**src/rtl/gpio_port_pkg.sv**
```systemverilog
package gpio_port_pkg;
  localparam int REG_AW = 3;

  typedef enum logic [REG_AW-1:0] {
    RA_DATA   = 3'd0,
    RA_DRIVE  = 3'd1,
    RA_INEN   = 3'd2,
    RA_PULL   = 3'd3,
    RA_FLIP   = 3'd4,
    RA_LEVEL  = 3'd5,
    RA_RSVD6  = 3'd6,
    RA_RSVD7  = 3'd7
  } reg_addr_e;
endpackage

```
**src/rtl/gpio_in_sync.sv**
```systemverilog
module gpio_in_sync #(
  parameter int W      = 16,
  parameter int STAGES = 2
) (
  input  logic         clk,
  input  logic         rst,
  input  logic [W-1:0] d,
  output logic [W-1:0] q
);
  logic [W-1:0] chain [STAGES];

  always_ff @(posedge clk) begin
    if (rst) begin
      for (int s = 0; s < STAGES; s++) chain[s] <= '0;
    end else begin
      chain[0] <= d;
      for (int s = 1; s < STAGES; s++) chain[s] <= chain[s-1];
    end
  end

  assign q = chain[STAGES-1];
endmodule

```
**src/rtl/gpio_cfg_regs.sv**
```systemverilog
module gpio_cfg_regs
  import gpio_port_pkg::*;
#(
  parameter int N = 16
) (
  input  logic              clk,
  input  logic              rst,
  input  logic              we,
  input  logic [REG_AW-1:0] addr,
  input  logic [N-1:0]      wdata,
  output logic [N-1:0]      data_q,
  output logic [N-1:0]      drive_q,
  output logic [N-1:0]      inen_q,
  output logic [N-1:0]      pull_q,
  output logic [N-1:0]      pad_out,
  output logic [N-1:0]      pad_oe,
  output logic [N-1:0]      pad_pu
);
  logic [N-1:0] data_n, drive_n, pull_n, flip_mask;

  always_comb begin
    data_n    = data_q;
    drive_n   = drive_q;
    pull_n    = pull_q;
    flip_mask = '0;
    if (we) begin
      case (reg_addr_e'(addr))
        RA_DATA:  data_n    = wdata;
        RA_DRIVE: drive_n   = wdata;
        RA_PULL:  pull_n    = wdata;
        RA_FLIP:  flip_mask = wdata;
        default:  ;
      endcase
    end
    data_n = data_n ^ flip_mask;
  end

  always_ff @(posedge clk) begin
    if (rst) begin
      data_q  <= '0;
      drive_q <= '0;
      inen_q  <= '0;
      pull_q  <= '0;
      pad_out <= '0;
      pad_oe  <= '0;
      pad_pu  <= '0;
    end else begin
      data_q  <= data_n;
      drive_q <= drive_n;
      pull_q  <= pull_n;
      if (we && reg_addr_e'(addr) == RA_INEN) inen_q <= wdata;
      pad_out <= data_n & drive_n;
      pad_oe  <= drive_n;
      pad_pu  <= pull_n & ~drive_n;
    end
  end
endmodule

```
**src/rtl/gpio_port_ctrl.sv**
```systemverilog
module gpio_port_ctrl
  import gpio_port_pkg::*;
#(
  parameter int N = 16
) (
  input  logic              clk,
  input  logic              rst,
  input  logic [REG_AW-1:0] bus_addr,
  input  logic              bus_we,
  input  logic [N-1:0]      bus_wdata,
  output logic [N-1:0]      bus_rdata,
  input  logic [N-1:0]      pad_in,
  output logic [N-1:0]      pad_out,
  output logic [N-1:0]      pad_oe,
  output logic [N-1:0]      pad_pu,
  output logic [N-1:0]      edge_src
);
  logic [N-1:0] data_q, drive_q, inen_q, pull_q;
  logic [N-1:0] lvl_sync;
  logic [N-1:0] rd_mux;

  gpio_cfg_regs #(.N(N)) u_regs (
    .clk     (clk),
    .rst     (rst),
    .we      (bus_we),
    .addr    (bus_addr),
    .wdata   (bus_wdata),
    .data_q  (data_q),
    .drive_q (drive_q),
    .inen_q  (inen_q),
    .pull_q  (pull_q),
    .pad_out (pad_out),
    .pad_oe  (pad_oe),
    .pad_pu  (pad_pu)
  );

  gpio_in_sync #(.W(N), .STAGES(2)) u_sync (
    .clk (clk),
    .rst (rst),
    .d   (pad_in),
    .q   (lvl_sync)
  );

  for (genvar i = 0; i < N; i++) begin : g_gate
    always_ff @(posedge clk) begin
      if (rst) edge_src[i] <= 1'b0;
      else     edge_src[i] <= lvl_sync[i] & inen_q[i];
    end
  end

  always_comb begin
    case (reg_addr_e'(bus_addr))
      RA_DATA:  rd_mux = data_q;
      RA_DRIVE: rd_mux = drive_q;
      RA_INEN:  rd_mux = inen_q;
      RA_PULL:  rd_mux = pull_q;
      RA_LEVEL: rd_mux = edge_src;
      default:  rd_mux = '0;
    endcase
  end

  always_ff @(posedge clk) begin
    if (rst) bus_rdata <= '0;
    else     bus_rdata <= rd_mux;
  end
endmodule

```
**config.mk**
```make
export PLATFORM = sky130hd
export DESIGN_NAME = gpio_port_ctrl
export DESIGN_NICKNAME = d
export VERILOG_FILES = /design/src/rtl/gpio_port_pkg.sv /design/src/rtl/gpio_in_sync.sv /design/src/rtl/gpio_cfg_regs.sv /design/src/rtl/gpio_port_ctrl.sv
export SDC_FILE = /design/constraint.sdc
export NUM_CORES = 1
export LEC_CHECK = 0
export ABC_AREA = 1
export BUFFER_PORTS_ARGS = -buffer_cell sky130_fd_sc_hd__buf_2
export CAP_MARGIN = 0
export CORE_MARGIN = 5
export CORE_UTILIZATION = 25
export DETAILED_ROUTE_END_ITERATION = 16
export MAX_ROUTING_LAYER = met4
export SLEW_MARGIN = 20
export SYNTH_ARGS = -nofsm -noshare
export SYNTH_HDL_FRONTEND = slang
export SYNTH_SLANG_ARGS = --single-unit
```
**constraint.sdc**
```tcl
create_clock -name clk -period 1.2 [get_ports clk]
set_input_delay 0.06 -clock clk [delete_from_list [all_inputs] [get_ports clk]]
set_output_delay 0.06 -clock clk [all_outputs]
set_load 0.01 [all_outputs]
```
==> summary.md <==
Count of final hold-check violations: 0. The average instance in the mapped netlist occupies 7.21 um^2. Setup repair after global routing left no endpoint under its margin. The first global-routing pass estimated 29900 um of wire. Dividing the detail-routed wire length by the instance count gives 13.9 um. The tool flagged a number of max-cap violations equal to 0. Setup violations remaining at the end of the flow were counted as 0. The die area was 0.0279 mm^2. The post-layout worst setup margin is 0.183 ns. The synthesis-to-finish area growth is 35.0%.

The number of port buffers is 117. After synthesis the cells add up to 0.00617 mm^2. The die width works out to 167 um. Row generation in the floorplan step produced 57 rows. The worst-margin pin slew works out to 0.426 ns. The number of design-rule violations left by the first detailed-router iteration came out at 374.

The shortest period the worst path allows works out to 1.02 ns. The final cycle utilization of the critical path was 84.8%; the total leakage power was 4.20 nW. The congestion estimate from routability-driven global placement came to 0.837. The die extent in y works out to 167 um.

The initial utilization of the core area, before any placement, comes to 25.4%. For the relative max-transition margin, the log shows 71.6%. The number of placed cells counting well taps is 1313, and the TritonCTS buffer count is 17. The kind of cell adding the most delay to the critical path is flip-flops.

The run gives 5449 as the via count of the first global-routing pass. The signal on the critical path passes through buf_2. The power density of the placed cells was 1380 mW/mm^2; the area of placed instances was 0.00748 mm^2. The maximum operating frequency was 0.983 GHz; the sum of buffers and inverters on the critical path was 1. For flop-to-flop paths, the worst setup slack is 0.37 ns. For this design, the sink count on the clock tree is 160.

After the last flow step, the layout net total stands at 1078. The number of nets in the synthesized netlist is 894. CTS placed an instance of sky130_fd_sc_hd__clkbuf_16 at the clock tree root. The path class of the tightest hold or removal check is primary input to flip-flop.

TritonCTS built the clock tree. Standard cell with the maximum stage delay on the critical path: sky130_fd_sc_hd__dfxtp_1. Clock skew on the completed layout was measured at 0.00923 ns. The maximum clock path buffer count came out at 2. Number of antenna violations at the first check in global routing: 2. For the worst setup path, the data arrival time is 0.96 ns.

The logs give 11.5 mW for the total design power and 0 for the post-route antenna net violation count. The endpoint type of the worst setup path was a primary output. For the count of vias placed by the detailed router, the log shows 5773. The run gives 0 as the final-report max-slew violation count. The run gives 1.14 ns as the required time at the worst-slack endpoint. Timing analysis after detailed placement gives a worst setup slack of -0.0725 ns. The flow ran to the end, and the final reports show no timing, DRC or antenna violations.

The finished cells cover 0.00833 mm^2. Entering global routing, the biggest net connects 85 pins. Across every metal layer, demand over resource in global routing totals 14.1%.

The H-tree depth reported by CTS came out at 4. Summed over all layers, the routed wires come to 19200 um. The post-cts resize count is 0, and the number of warning messages in the yosys log is 0.

The share of the Yosys chip area taken by registers is 51.9%. Ratio of routed vias to standard cells: 4.19. In this run the worst path has a maximum fanout of 3.

The floorplan step defined a core boundary enclosing 0.0243 mm^2. By startpoint and endpoint, the worst setup path is classified as flip-flop to primary output. The netlist uses 25 different library cells. Final cell count without fillers: 1378. The ratio of cells with drive above 1 in the final layout came out at 21.3%. Global routing finished with a remaining overflow of 0. After clock tree synthesis, the clock-pin slew on the worst setup and hold paths is 0.07 ns. The total of flip-flops plus latches after synthesis is 160, and the number of top-level pins is 118.

The gate count after technology mapping was 856; the highest cell delay on the worst timing path was 0.37 ns. VDD sags by at most 0.532 mV. For the total setup buffers inserted after CTS, the log shows 0. The source-to-sink clock delay at the later pin of the worst-skew pair came out at 0.43 ns. After detailed routing, the number of remaining DRC violations is 0. The worst setup path is launched from a flip-flop. The wire-length estimate of the detail-placed layout is 13900 um. On the final layout, the worst hold slack is 0.114 ns. The run gives 5 as the number of iterations in the first detailed-routing pass.
-- cell families after synthesis --
group / share of synthesized area, %
DFF: 51.9
buffers and inverters: 11.0
AOI/OAI and AO/OA: 4.62
and+or+nand+nor: 32.5
-- stage by stage --
| stage | setup TNS [ns] | utilization [%] |
|---|---|---|
| after floorplan | 0 | - |
| after global placement | -0.404 | 30.7 |
| after detailed placement | -0.720 | 30.7 |
| after CTS | 0 | 34.3 |
| after global routing | 0 | 34.3 |
| final | 0 | 34.3 |
-- layout by cell type, fill, tap and decap left out, types with 2 or more instances in the layout --
master	instances
sky130_fd_sc_hd__nand2_1	225
sky130_fd_sc_hd__dfxtp_1	160
sky130_fd_sc_hd__nor2_1	133
sky130_fd_sc_hd__inv_1	118
sky130_fd_sc_hd__buf_2	116
sky130_fd_sc_hd__nand3_1	71
sky130_fd_sc_hd__buf_4	48
sky130_fd_sc_hd__dlygate4sd3_1	32
sky130_fd_sc_hd__a21oi_1	30
sky130_fd_sc_hd__nand4_1	28
sky130_fd_sc_hd__o21ai_0	17
sky130_fd_sc_hd__clkbuf_16	17
sky130_fd_sc_hd__inv_2	12
sky130_fd_sc_hd__o21ai_1	10
sky130_fd_sc_hd__buf_12	7
sky130_fd_sc_hd__nor2_4	4
sky130_fd_sc_hd__clkinvlp_4	4
sky130_fd_sc_hd__clkbuf_1	3
sky130_fd_sc_hd__clkinv_4	3
sky130_fd_sc_hd__nor2_2	2
sky130_fd_sc_hd__inv_6	2
sky130_fd_sc_hd__clkinv_2	2
-- power breakdown --
| group | switching (mW) | total, mW | internal (mW) | leakage (nW) |
|---|---|---|---|---|
| combinational | 0.591 | 0.984 | 0.392 | 2.65 |
| clock | 2.23 | 4.95 | 2.71 | 0.250 |
| sequential | 0.0679 | 5.53 | 5.46 | 1.30 |
-- registers in the layout, summed over array words and instances, names as in the netlist --
signal and count:
u_sync.chain 32, u_regs.pad_pu 16, bus_rdata 16, u_regs.pad_out 16, u_regs.drive_q 16, u_regs.pull_q 16, u_regs.data_q 16, u_regs.inen_q 16
edge_src 16
-- worst paths after layout --
kind                            depth (start not counted)                              to                           start
worst max-delay path                                    1                       pad_oe[6]    u_regs.drive_q[6]$_SDFF_PP0_
worst min register to register                          2  u_sync.chain[0][29]$_SDFF_PP0_  u_sync.chain[0][13]$_SDFF_PP0_
worst max register to register                          4    u_regs.pad_pu[12]$_SDFF_PP0_   u_regs.drive_q[12]$_SDFF_PP0_
worst min-delay path                                    3         bus_rdata[6]$_SDFF_PP0_                             rst
-- area by class of cell --
cell class | count | area, um^2
Antenna cell | 1 | 2.50
Clock buffer | 21 | 450
Clock inverter | 11 | 83.8
Fill cell | 2580 | 16000
Inverter | 132 | 498
Multi-Input combinational cell | 526 | 2290
Sequential cell | 160 | 3200
Tap cell | 324 | 405
Timing Repair Buffer | 203 | 1400
-- cell usage after synthesis --
cell | n | area share, %
sky130_fd_sc_hd__inv_4 | 1 | 0.10
sky130_fd_sc_hd__inv_2 | 12 | 0.73
sky130_fd_sc_hd__nor2_2 | 2 | 0.20
sky130_fd_sc_hd__buf_2 | 19 | 1.5
sky130_fd_sc_hd__a21oi_1 | 30 | 2.4
sky130_fd_sc_hd__clkinv_1 | 1 | 0.061
sky130_fd_sc_hd__inv_1 | 118 | 7.2
sky130_fd_sc_hd__buf_1 | 6 | 0.36
sky130_fd_sc_hd__nor2_4 | 4 | 0.73
sky130_fd_sc_hd__dfxtp_1 | 160 | 52
sky130_fd_sc_hd__nand3_2 | 1 | 0.16
sky130_fd_sc_hd__clkbuf_1 | 10 | 0.61
sky130_fd_sc_hd__o21ai_1 | 10 | 0.81
sky130_fd_sc_hd__nand3b_1 | 1 | 0.12
sky130_fd_sc_hd__buf_6 | 1 | 0.18
sky130_fd_sc_hd__nand3_4 | 1 | 0.28
sky130_fd_sc_hd__nor2_1 | 133 | 8.1
sky130_fd_sc_hd__nand4_4 | 1 | 0.34
sky130_fd_sc_hd__nand2_1 | 225 | 14
sky130_fd_sc_hd__nand2_2 | 1 | 0.10
sky130_fd_sc_hd__o21ai_0 | 17 | 1.4
sky130_fd_sc_hd__nand4_1 | 28 | 2.8
sky130_fd_sc_hd__buf_4 | 2 | 0.24
sky130_fd_sc_hd__nor3_2 | 1 | 0.16
sky130_fd_sc_hd__nand3_1 | 71 | 5.8
-- repair_timing --
action | CTS | global route
endpoints found under the hold margin | 33 | 0
setup endpoints to repair | 0 | 0
hold buffers | 32 | 0
-- routing by layer --
metal  global-route usage, %  share of wire, %
met5                       -                 0
met4                    3.84               1.4
met3                    4.62               8.4
met2                    21.2                44
met1                    18.4                46
(Power assumes the default switching activity.)
